File: src/rtl/intc_cmd_pkg.sv
package intc_cmd_pkg;
  // strobes from control to datapath, one per decoded action
  typedef struct packed {
    logic startInit;
    logic loadBase;
    logic loadOpts;
    logic loadMask;
    logic armPoll;
    logic loadReadSel;
    logic loadSpecMask;
    logic loadRotAeoi;
    logic clrHigh;
    logic clrHighRot;
    logic clrSpec;
    logic clrSpecRot;
    logic setOffset;
    logic pollRead;
    logic rdLow;
    logic rdHigh;
  } cmdStrb_t;

  // setup sequence position; IDLE means normal operation
  typedef enum logic [1:0] {
    SEQ_IDLE = 2'd0,
    SEQ_BASE = 2'd1,
    SEQ_CASC = 2'd2,
    SEQ_OPTS = 2'd3
  } seqState_t;
endpackage

File: src/rtl/intc_cmd_ctrl.sv
module intc_cmd_ctrl
  import intc_cmd_pkg::*;
#(
  parameter int DATA_W = 8
) (
  input  logic              clk,
  input  logic              rstN,
  input  logic              busWr,
  input  logic              busRd,
  input  logic              busAddr,
  input  logic [DATA_W-1:0] busWrData,
  input  logic              pollArmed,
  output cmdStrb_t          strb,
  output logic              singleMode
);
  seqState_t seqState, seqNext;
  logic      needOpts;

  always_comb begin
    strb    = '0;
    seqNext = seqState;
    if (busWr && !busAddr) begin
      if (busWrData[4]) begin
        strb.startInit = 1'b1;
        seqNext        = SEQ_BASE;
      end else if (busWrData[3]) begin
        strb.armPoll      = busWrData[2];
        strb.loadReadSel  = busWrData[1];
        strb.loadSpecMask = busWrData[6];
      end else begin
        unique case (busWrData[7:5])
          3'd0, 3'd4: strb.loadRotAeoi = 1'b1;
          3'd1:       strb.clrHigh     = 1'b1;
          3'd5:       strb.clrHighRot  = 1'b1;
          3'd3:       strb.clrSpec     = 1'b1;
          3'd6:       strb.setOffset   = 1'b1;
          3'd7:       strb.clrSpecRot  = 1'b1;
          default:    ;
        endcase
      end
    end else if (busWr && busAddr) begin
      unique case (seqState)
        SEQ_IDLE: strb.loadMask = 1'b1;
        SEQ_BASE: begin
          strb.loadBase = 1'b1;
          if (!singleMode)   seqNext = SEQ_CASC;
          else if (needOpts) seqNext = SEQ_OPTS;
          else               seqNext = SEQ_IDLE;
        end
        SEQ_CASC: seqNext = needOpts ? SEQ_OPTS : SEQ_IDLE;
        SEQ_OPTS: begin
          strb.loadOpts = 1'b1;
          seqNext       = SEQ_IDLE;
        end
        default: seqNext = SEQ_IDLE;
      endcase
    end
    if (busRd) begin
      if (pollArmed)    strb.pollRead = 1'b1;
      else if (busAddr) strb.rdHigh   = 1'b1;
      else              strb.rdLow    = 1'b1;
    end
  end

  always_ff @(posedge clk or negedge rstN) begin
    if (!rstN) begin
      seqState   <= SEQ_IDLE;
      needOpts   <= 1'b0;
      singleMode <= 1'b0;
    end else begin
      seqState <= seqNext;
      if (strb.startInit) begin
        needOpts   <= busWrData[0];
        singleMode <= busWrData[1];
      end
    end
  end

  // without single mode, the base word is always followed by the cascade word
  assert_base_to_casc_R2: assert property (@(posedge clk) disable iff (!rstN)
    (seqState == SEQ_BASE && busWr && busAddr && !singleMode) |=> seqState == SEQ_CASC);

  // the options word always returns to normal operation
  assert_opts_to_idle_R3: assert property (@(posedge clk) disable iff (!rstN)
    (seqState == SEQ_OPTS && busWr && busAddr) |=> seqState == SEQ_IDLE);

  // only one access per cycle is assumed from the bus
  assert_one_access_R12: assert property (@(posedge clk) disable iff (!rstN)
    !(busWr && busRd));
endmodule

File: src/rtl/intc_cmd_dp.sv
module intc_cmd_dp
  import intc_cmd_pkg::*;
#(
  parameter int              DATA_W    = 8,
  parameter int              LINES     = 8,
  parameter logic [DATA_W-1:0] TRIG_MASK = 8'hDE
) (
  input  logic                      clk,
  input  logic                      rstN,
  input  cmdStrb_t                  strb,
  input  logic [DATA_W-1:0]         busWrData,
  output logic [DATA_W-1:0]         busRdData,
  input  logic                      trigWr,
  input  logic [DATA_W-1:0]         trigWrData,
  output logic [DATA_W-1:0]         trigMode,
  input  logic [LINES-1:0]          reqVec,
  input  logic [LINES-1:0]          svcVec,
  input  logic                      winValid,
  input  logic [$clog2(LINES)-1:0]  winLine,
  input  logic                      topSvcValid,
  input  logic [$clog2(LINES)-1:0]  topSvcLine,
  output logic                      pollArmed,
  output logic                      coreClear,
  output logic                      svcClrPulse,
  output logic [$clog2(LINES)-1:0]  svcClrLine,
  output logic                      ackPulse,
  output logic [$clog2(LINES)-1:0]  ackLine,
  output logic [LINES-1:0]          maskVec,
  output logic [$clog2(LINES)-1:0]  prioOffset,
  output logic [DATA_W-1:0]         vectorBase,
  output logic                      autoEoi,
  output logic                      rotateAutoEoi,
  output logic                      nestedMode,
  output logic                      specialMask
);
  localparam int LINE_W = $clog2(LINES);
  localparam logic [DATA_W-1:0] BASE_KEEP = ~DATA_W'((1 << LINE_W) - 1);
  localparam int POLL_PAD = DATA_W - 1 - LINE_W;

  logic readSel;
  logic [LINE_W-1:0] dataLine;
  assign dataLine = busWrData[LINE_W-1:0];

  always_ff @(posedge clk or negedge rstN) begin
    if (!rstN) begin
      busRdData     <= '0;
      pollArmed     <= 1'b0;
      coreClear     <= 1'b0;
      svcClrPulse   <= 1'b0;
      svcClrLine    <= '0;
      ackPulse      <= 1'b0;
      ackLine       <= '0;
      maskVec       <= '0;
      prioOffset    <= '0;
      vectorBase    <= '0;
      autoEoi       <= 1'b0;
      rotateAutoEoi <= 1'b0;
      nestedMode    <= 1'b0;
      specialMask   <= 1'b0;
      readSel       <= 1'b0;
    end else begin
      coreClear   <= 1'b0;
      svcClrPulse <= 1'b0;
      ackPulse    <= 1'b0;
      if (strb.startInit) begin
        coreClear     <= 1'b1;
        pollArmed     <= 1'b0;
        maskVec       <= '0;
        prioOffset    <= '0;
        vectorBase    <= '0;
        autoEoi       <= 1'b0;
        rotateAutoEoi <= 1'b0;
        nestedMode    <= 1'b0;
        specialMask   <= 1'b0;
        readSel       <= 1'b0;
      end
      if (strb.loadBase) vectorBase <= busWrData & BASE_KEEP;
      if (strb.loadOpts) begin
        nestedMode <= busWrData[4];
        autoEoi    <= busWrData[1];
      end
      if (strb.loadMask)     maskVec       <= busWrData[LINES-1:0];
      if (strb.armPoll)      pollArmed     <= 1'b1;
      if (strb.loadReadSel)  readSel       <= busWrData[0];
      if (strb.loadSpecMask) specialMask   <= busWrData[5];
      if (strb.loadRotAeoi)  rotateAutoEoi <= busWrData[7];
      if ((strb.clrHigh || strb.clrHighRot) && topSvcValid) begin
        svcClrPulse <= 1'b1;
        svcClrLine  <= topSvcLine;
        if (strb.clrHighRot) prioOffset <= topSvcLine + 1'b1;
      end
      if (strb.clrSpec || strb.clrSpecRot) begin
        svcClrPulse <= 1'b1;
        svcClrLine  <= dataLine;
        if (strb.clrSpecRot) prioOffset <= dataLine + 1'b1;
      end
      if (strb.setOffset) prioOffset <= dataLine + 1'b1;
      if (strb.pollRead) begin
        pollArmed <= 1'b0;
        if (winValid) begin
          busRdData <= {1'b1, {POLL_PAD{1'b0}}, winLine};
          ackPulse  <= 1'b1;
          ackLine   <= winLine;
          if (autoEoi && rotateAutoEoi) prioOffset <= winLine + 1'b1;
        end else begin
          busRdData <= '0;
        end
      end
      if (strb.rdLow)  busRdData <= DATA_W'(readSel ? svcVec : reqVec);
      if (strb.rdHigh) busRdData <= DATA_W'(maskVec);
    end
  end

  always_ff @(posedge clk or negedge rstN) begin
    if (!rstN)       trigMode <= '0;
    else if (trigWr) trigMode <= trigWrData & TRIG_MASK;
  end

  // a setup start leaves the held configuration cleared
  assert_init_clears_R1: assert property (@(posedge clk) disable iff (!rstN)
    strb.startInit |=> (maskVec == '0 && prioOffset == '0 && vectorBase == '0 &&
                        !autoEoi && !pollArmed && coreClear));

  // a non-specific EOI with nothing in service produces no clear
  assert_eoi_idle_R6: assert property (@(posedge clk) disable iff (!rstN)
    ((strb.clrHigh || strb.clrHighRot) && !topSvcValid) |=> !svcClrPulse);

  // a poll read disarms poll
  assert_poll_disarm_R8: assert property (@(posedge clk) disable iff (!rstN)
    strb.pollRead |=> !pollArmed);

  // an acknowledge comes with a poll word that names the same line
  assert_poll_word_R8: assert property (@(posedge clk) disable iff (!rstN)
    ackPulse |-> (busRdData[DATA_W-1] && busRdData[LINE_W-1:0] == ackLine));

  // the trigger register takes only the permitted bits
  assert_trig_store_R10: assert property (@(posedge clk) disable iff (!rstN)
    trigWr |=> trigMode == ($past(trigWrData) & TRIG_MASK));

  // the pulses toward the core last one cycle for a single access
  assert_clear_pulse_R12: assert property (@(posedge clk) disable iff (!rstN)
    (coreClear && !strb.startInit) |=> !coreClear);
endmodule

File: src/rtl/intc_cmd_port.sv
module intc_cmd_port
  import intc_cmd_pkg::*;
#(
  parameter int                DATA_W    = 8,
  parameter int                LINES     = 8,
  parameter logic [DATA_W-1:0] TRIG_MASK = 8'hDE
) (
  input  logic                      clk,
  input  logic                      rstN,
  input  logic                      busWr,
  input  logic                      busRd,
  input  logic                      busAddr,
  input  logic [DATA_W-1:0]         busWrData,
  output logic [DATA_W-1:0]         busRdData,
  input  logic                      trigWr,
  input  logic [DATA_W-1:0]         trigWrData,
  output logic [DATA_W-1:0]         trigMode,
  input  logic [LINES-1:0]          reqVec,
  input  logic [LINES-1:0]          svcVec,
  input  logic                      winValid,
  input  logic [$clog2(LINES)-1:0]  winLine,
  input  logic                      topSvcValid,
  input  logic [$clog2(LINES)-1:0]  topSvcLine,
  output logic                      coreClear,
  output logic                      svcClrPulse,
  output logic [$clog2(LINES)-1:0]  svcClrLine,
  output logic                      ackPulse,
  output logic [$clog2(LINES)-1:0]  ackLine,
  output logic [LINES-1:0]          maskVec,
  output logic [$clog2(LINES)-1:0]  prioOffset,
  output logic [DATA_W-1:0]         vectorBase,
  output logic                      autoEoi,
  output logic                      rotateAutoEoi,
  output logic                      nestedMode,
  output logic                      specialMask,
  output logic                      singleMode
);
  cmdStrb_t strb;
  logic     pollArmed;

  intc_cmd_ctrl #(.DATA_W(DATA_W)) u_ctrl (
    .clk       (clk),
    .rstN      (rstN),
    .busWr     (busWr),
    .busRd     (busRd),
    .busAddr   (busAddr),
    .busWrData (busWrData),
    .pollArmed (pollArmed),
    .strb      (strb),
    .singleMode(singleMode)
  );

  intc_cmd_dp #(.DATA_W(DATA_W), .LINES(LINES), .TRIG_MASK(TRIG_MASK)) u_dp (
    .clk          (clk),
    .rstN         (rstN),
    .strb         (strb),
    .busWrData    (busWrData),
    .busRdData    (busRdData),
    .trigWr       (trigWr),
    .trigWrData   (trigWrData),
    .trigMode     (trigMode),
    .reqVec       (reqVec),
    .svcVec       (svcVec),
    .winValid     (winValid),
    .winLine      (winLine),
    .topSvcValid  (topSvcValid),
    .topSvcLine   (topSvcLine),
    .pollArmed    (pollArmed),
    .coreClear    (coreClear),
    .svcClrPulse  (svcClrPulse),
    .svcClrLine   (svcClrLine),
    .ackPulse     (ackPulse),
    .ackLine      (ackLine),
    .maskVec      (maskVec),
    .prioOffset   (prioOffset),
    .vectorBase   (vectorBase),
    .autoEoi      (autoEoi),
    .rotateAutoEoi(rotateAutoEoi),
    .nestedMode   (nestedMode),
    .specialMask  (specialMask)
  );
endmodule

File: config.mk
export PLATFORM = sky130hd
export DESIGN_NAME = intc_cmd_port
export DESIGN_NICKNAME = d
export VERILOG_FILES = /design/src/rtl/intc_cmd_pkg.sv /design/src/rtl/intc_cmd_ctrl.sv /design/src/rtl/intc_cmd_dp.sv /design/src/rtl/intc_cmd_port.sv
export SDC_FILE = /design/constraint.sdc
export NUM_CORES = 1
export LEC_CHECK = 0
export BUFFER_PORTS_ARGS = -buffer_cell sky130_fd_sc_hd__buf_2
export CORE_MARGIN = 1.5
export CORE_UTILIZATION = 40
export DETAILED_ROUTE_END_ITERATION = 7
export GPL_TIMING_DRIVEN = 0
export HOLD_SLACK_MARGIN = 0.15
export PLACE_DENSITY_LB_ADDON = 0.25
export SYNTH_ARGS = -nofsm -noshare
export SYNTH_HDL_FRONTEND = slang
export SYNTH_SLANG_ARGS = --single-unit
File: constraint.sdc
create_clock -name clk -period 1.25 [get_ports clk]
set_input_delay 0.125 -clock clk [delete_from_list [all_inputs] [get_ports clk]]
set_output_delay 0.125 -clock clk [all_outputs]
set_load 0.1 [all_outputs]
---- Word-level counts from Yosys, hierarchy flattened ----
Index checks and enable logic that the tools add are counted.
word-level totals
  logic and storage cells ................. 115
  register bits after elaboration ......... 52
  output and inout bits ................... 49
  bits of input ports ..................... 46
operators by class
  add/subtract/negate cells ............... 3
  mux-type cells .......................... 60
  eq/ne operators ......................... 10
  reductions and logical operators ........ 23
operator list
  kind                 number
  $mux 8               8
  $mux 3               15
  $mux 1               27
  $mux 9               2
  $reduce_bool 2->1    8
  $eq 3x3->1 const B   4
  $mux 2               6
  $add 3x1->3 const B  3
  $mux 6               1
  $pmux 2 s3           1
  $reduce_bool 3->1    2
  $eq 2x2->1 const B   2
  $logic_and 1x1->1    4
  $reduce_bool 4->1    1
  $eq 3x1->1 const B   1
  $eq 3x2->1 const B   1
  $logic_not 3->1      1
  $reduce_and 3->1     1
  $eq 2x1->1 const B   1
  $logic_not 2->1      1
  $logic_or 1x1->1     2
  $ne 2x2->1 const B   1
  $reduce_and 2->1     1
  $reduce_or 2->1      1
  $logic_not 1->1      1

---- Depth between registers and ports, before layout ----
  word-level depth ........................ 15
  depth in mapped cells ................... 6
  gate-level depth less buffers ........... 5

---- By module ----
A second synthesis with hierarchy kept.
unflattened totals
  cell total of the unflattened synthesis .. 230
  area, all modules ....................... 2422.3 um^2
by module, submodules not included
  module         seq. area each (um^2)  cells an instance  area each (um^2)  instances
  intc_cmd_dp    1126.1                 187                2073.2            1
  intc_cmd_ctrl  100.1                  43                 349.1             1

---- Least setup slack after synthesis ----
No wires, ideal clock.
  path type ............................... register to register
  from .................................... register u_ctrl.singleMode
  to ...................................... register u_ctrl.seqState[0]
  setup slack ............................. -0.321 ns
  stages on the path, launching flop included .. 5
  period minus slack after synthesis ...... 1.571 ns
  library setup time ...................... 0.087 ns
  arrival time ............................ 1.484 ns
  path buffers ............................ 0
  data required time ...................... 1.163 ns
  cells stage by stage .................... dfrtp_1 nor2b_1 o21ai_0 o2bb2ai_1 a22oi_1
on the way
  word-level cells in the longest chain between the ends .. 4
ends and longest elaborated chain
  element                 RTL line             RTL
  start, declared         intc_cmd_ctrl.sv:14  output logic singleMode
  start signal, assigned  intc_cmd_ctrl.sv:74  singleMode <= busWrData[1];
  $mux 2                  intc_cmd_ctrl.sv:46  if (!singleMode) seqNext = SEQ_CASC;
  $pmux 2 s3              intc_cmd_ctrl.sv:42  unique case (seqState)
  $mux 2                  intc_cmd_ctrl.sv:41  end else if (busWr && busAddr) begin
  $mux 2                  intc_cmd_ctrl.sv:22  if (busWr && !busAddr) begin
  end signal, assigned    intc_cmd_ctrl.sv:71  seqState <= seqNext;
  end, declared           intc_cmd_ctrl.sv:16  seqState_t seqState, seqNext;
No other way between the ends. The select of a mux whose other input is x is not followed.
A chain may end at the register's enable or synchronous reset.

---- Worst setup path in the final report ----
  from .................................... register u_dp.pollArmed
  to ...................................... register u_dp.busRdData[0]
on the way
  word-level cells in the longest chain between the ends .. 4
  elaborated cells on any way between the ends .. 6
  classes of those cells .................. mux (5); reduce/logical (1)
ends and longest elaborated chain
  element                 RTL line             RTL
  start, declared         intc_cmd_dp.sv:22    output logic pollArmed,
  start signal, assigned  intc_cmd_dp.sv:47    pollArmed <= 1'b0;
  start signal, assigned  intc_cmd_dp.sv:67    pollArmed <= 1'b0;
  start signal, assigned  intc_cmd_dp.sv:83    if (strb.armPoll) pollArmed <= 1'b1;
  $mux 2                  intc_cmd_ctrl.sv:59  if (pollArmed) strb.pollRead = 1'b1;
  $mux 3 (*)              intc_cmd_ctrl.sv:58  if (busRd) begin
  $mux 8                  intc_cmd_dp.sv:109   if (strb.rdLow) busRdData <= DATA_W'(readSel ? svcVec : reqVec);
  $mux 8                  intc_cmd_dp.sv:110   if (strb.rdHigh) busRdData <= DATA_W'(maskVec);
  end signal, assigned    intc_cmd_dp.sv:101   busRdData <= {1'b1, {POLL_PAD{1'b0}}, winLine};
  end signal, assigned    intc_cmd_dp.sv:109
  end signal, assigned    intc_cmd_dp.sv:110
  end, declared           intc_cmd_dp.sv:12    output logic [DATA_W-1:0] busRdData,
Every way passes the cells marked *; elsewhere a longest branch is shown, timed or not.

==> metrics.md <==
| Metric | Value |
|---|---|
| Tcrit/Tclk final | 98.28% |
| Peak supply drop | ~0.0013 V |
| Post-DP HPWL | approximately 4200 µm |
| TritonCTS clock tree | done |
| Synth Flop Type | dfrtp_1 |
| Startpoint Class | flip-flop |
| Switching Fraction | a little over 50% |
| Setup TNS | 0 ns |
| Worst-path maximum fanout | 7 |
| Via density | approximately 5 |
| WS Path Type | flip-flop to flip-flop |
| Fin crit period | roughly 1.2 ns |
| Post-Place Cells | ~390 |
| Synth async-reset ratio | 100.0% |
| Net Sw Power | approximately 3.4 mW |
| Clock Skew | just under 0.01 ns |
| Residual overflow from global routing | 0 |
| Worst-margin pin slew | 1.087 ns |
| Share of layout cells above drive strength 1 | between 40% and 50% |
| CP Capture Type | flip-flop |
| Critical path data arrival time | 1.41 ns |
| Placed inst area | 2952 µm² |
| Largest net degree at the start of global routing | 50 |
| Die Area | between 6000 and 7000 µm² |
| #FFs+latches synth | around 50 |
| Diodes inserted | 0 |
| Layout Nets | a little under 400 |
| FP Rows | 28 |
| Sequential share of power | about a third |
| Final Util | between 50% and 60% |
| Leakage power | roughly 1.6 nW |
| Compound-Gate Fraction of Synth Area | between 10% and 20% |
| Number of port buffers | just over 80 |
| Die width | between 80 and 90 µm |
| Total number of vias | 2085 |
| Overall global routing resource usage | 19.43% |
| Cell Int Power | 3.192 mW |
| Post-synth cell types | 40 |
| Worst-path clk slew | roughly 0.090 ns |
| Vias in the first global route | approximately 2000 |
| Cts hold-fix bufs | 17 |
| Outcome | complete, no violations |
| Max H-tree Level | 2 |
| Fmax | slightly above 800 MHz |
| Sink Count | 49 |
| Setup-failing EPs final | 0 |
| Initial core utilization | between 40% and 50% |
| Tot Pwr | ~6.6 mW |
| Type of the worst min-delay path | input port to asynchronous set/reset pin |
| Post-synth EDFFs | 0 |
| Post-synthesis mux area share | between 8 and 9% |
| Pwr Density | roughly 2000 nW/µm² |
| Detailed-route DRC error count | 0 |
| Sequential area share after synthesis | approximately half |
| Clk network pwr share | around 17% |
| Drt first pass iters | 4 |
| Post-Synthesis Cells | ~230 |
| Root Buffer | clkbuf_8 |
| Routed WL per cell | 14.54 µm |
| Design area | 3372 µm² |
| Largest family of logic cells by synthesized area | simple AND/OR/NAND/NOR gates |
| Synth Area in XOR/XNOR | about 1.1% |
| CORE AREA | approximately 5900 µm² |
| GPL Wtd Cong | about 0.84 |
| Layout Cells excl Fill | about 400 |
| Max-Cap Viols | 0 |
| Clk_lat worst skew | approximately 0.30 ns |
| Max-slew violation count | 0 |
| Post-Synth Adder-Cell Area | approximately 1.6% |
| Avg Cell Area, Syn | roughly 11 µm² |
| Final Hold Viols | 0 |
| DR iter-0 viols | 123 |
| Clock buffer depth | 2 |
| Req. time, crit path | between 1 and 1.5 ns |
| Post-route ant nets | 0 |
| Total clock buffers created by CTS | 5 |
| Slew margin rel. | between 20 and 30% |
| Yosys warnings | 0 |
| Area grow syn2layout | 40.51% |
| WL final | about 6000 µm |
| Top Ports | 95 |
| Mapped Area | roughly 2400 µm² |
| Combinational power share | approximately 51% |
| Simple-Gate Fraction of Synth Area | between 10% and 20% |
| First-pass GRT wire length | 9591 µm |
| Die Ht | ~80 µm |
| RSZ-0062 raised after global routing | yes |
| Initial antenna violation count | 0 |
## worst paths after layout
check | startpoint | depth (start not counted) | to | slack, ns
min in group clk | busWrData[0] | 3 | u_ctrl.needOpts$_DFFE_PN0P_ | 0.15
worst max register to register | u_dp.pollArmed$_DFFE_PN0P_ | 5 | u_dp.busRdData[0]$_DFFE_PN0P_ | 0.02
worst min-delay path | rstN | 1 | u_dp.trigMode[3]$_DFFE_PN0P_ | 0.02
worst min register to register | u_dp.ackLine[0]$_DFFE_PN0P_ | 2 | u_dp.ackLine[0]$_DFFE_PN0P_ | 0.48
worst max-delay path | u_dp.pollArmed$_DFFE_PN0P_ | 5 | u_dp.busRdData[0]$_DFFE_PN0P_ | 0.02
max in group asynchronous | rstN | 1 | u_dp.maskVec[0]$_DFFE_PN0P_ | 0.49
## power groups by stage
stage / clock network (mW) / registers, mW / logic (mW)
6_report: 1.09 / 2.15 / 3.36
5_1_grt: 1.19 / 2.20 / 3.51
4_1_cts: 1.11 / 2.12 / 3.31
3_5_place_dp: 0 / 2.15 / 3.23
3_3_place_gp: 0 / 2.14 / 3.21
2_1_floorplan: 0 / 4.19 / 0.620
## registers in the layout, indices dropped and copies added (netlist names)
register / cells
u_dp.prioOffset: 3
u_dp.svcClrPulse: 1
u_dp.trigMode: 6
u_dp.specialMask: 1
u_ctrl.singleMode: 1
u_dp.busRdData: 8
u_dp.svcClrLine: 3
u_dp.pollArmed: 1
u_dp.rotateAutoEoi: 1
u_dp.ackLine: 3
u_dp.ackPulse: 1
u_dp.coreClear: 1
u_ctrl.seqState: 2
u_ctrl.needOpts: 1
u_dp.autoEoi: 1
u_dp.vectorBase: 5
u_dp.nestedMode: 1
u_dp.maskVec: 8
u_dp.readSel: 1
## synthesized netlist by cell type, types with 2 or more instances
library cell / instances / share of area [%]
o22ai_1: 7 / 1.8
a22o_1: 11 / 4.0
mux2i_1: 10 / 4.2
clkbuf_2: 2 / 0.42
ha_1: 3 / 1.6
nor2_1: 11 / 1.7
nand2_1: 26 / 4.1
clkbuf_1: 5 / 0.78
dfrtp_1: 49 / 51
nand2b_1: 2 / 0.52
o211a_1: 3 / 1.3
a22o_2: 2 / 0.83
o21ai_0: 13 / 2.7
a221oi_1: 3 / 1.1
nand3_1: 14 / 2.9
nor3_4: 2 / 1.4
a32oi_1: 3 / 1.1
buf_2: 2 / 0.42
buf_4: 6 / 1.9
and3_1: 2 / 0.52
nand4_1: 3 / 0.78
inv_1: 12 / 1.9
xor2_1: 2 / 0.73
mux2_2: 9 / 4.2
a21oi_1: 9 / 1.9
## worst max-delay path: stages (launching register included)
cell and delay [ns]:
dfrtp_1 0.37, buf_4 0.17, nand2b_4 0.15, nor2_1 0.11, a221oi_2 0.05, mux2_4 0.26
## through the flow
step	hold slack, ns	setup slack (ns)
6_report	0.02257	0.02150
5_1_grt	0.1059	-0.03434
4_1_cts	0.06013	0.003442
3_5_place_dp	0.3643	-0.1650
3_3_place_gp	0.3602	-0.1511
2_1_floorplan	-0.1706	-0.03491
## area by class of cell
cell class              count  area (µm²)
well taps                  75       93.84
fillers                   532        2479
clock inverters             2       35.03
multi-input cells         153        1124
plain buffers              15       100.1
repair buffers            101       643.1
clock buffers               5       68.82
inverters                  12       47.55
flip-flops and latches     49        1260
## layout by cell type, fill, tap and decap left out, drive strengths merged, types with 10 or more instances in the layout
| master | count |
|---|---|
| dlygate4sd3 | 17 |
| nor2 | 12 |
| inv | 12 |
| o21ai | 13 |
| clkbuf | 25 |
| mux2i | 10 |
| dfrtp | 49 |
| nand2 | 26 |
| a22o | 13 |
| nand3 | 14 |
| buf | 79 |
## metal layers
metal / vias up / routed length [µm] / global-route usage (%)
met5: - / 0 / 0
met4: 0 / 86 / 5.690
met3: 8 / 283 / 3.864
met2: 64 / 2844 / 30.92
met1: 987 / 2777 / 26.78
li1: 1026 / - / -
## kinds of logic after synthesis
logic type / Yosys count
and+or+nand+nor: 69
muxes: 19
other: 1
DFF: 49
xor gates and xnor gates: 3
adders and majority gates: 3
AOI/OAI and AO/OA: 54
buffers and inverters: 28
## what timing repair did
item | 4_1_cts | 5_1_grt
endpoints found under the hold margin | 69 | 49
pin swaps | 2 | 1
resized for setup | 12 | 34
setup endpoints to repair | 26 | 37
buffers inserted | 2 | 0
(Power assumes the default switching activity.)
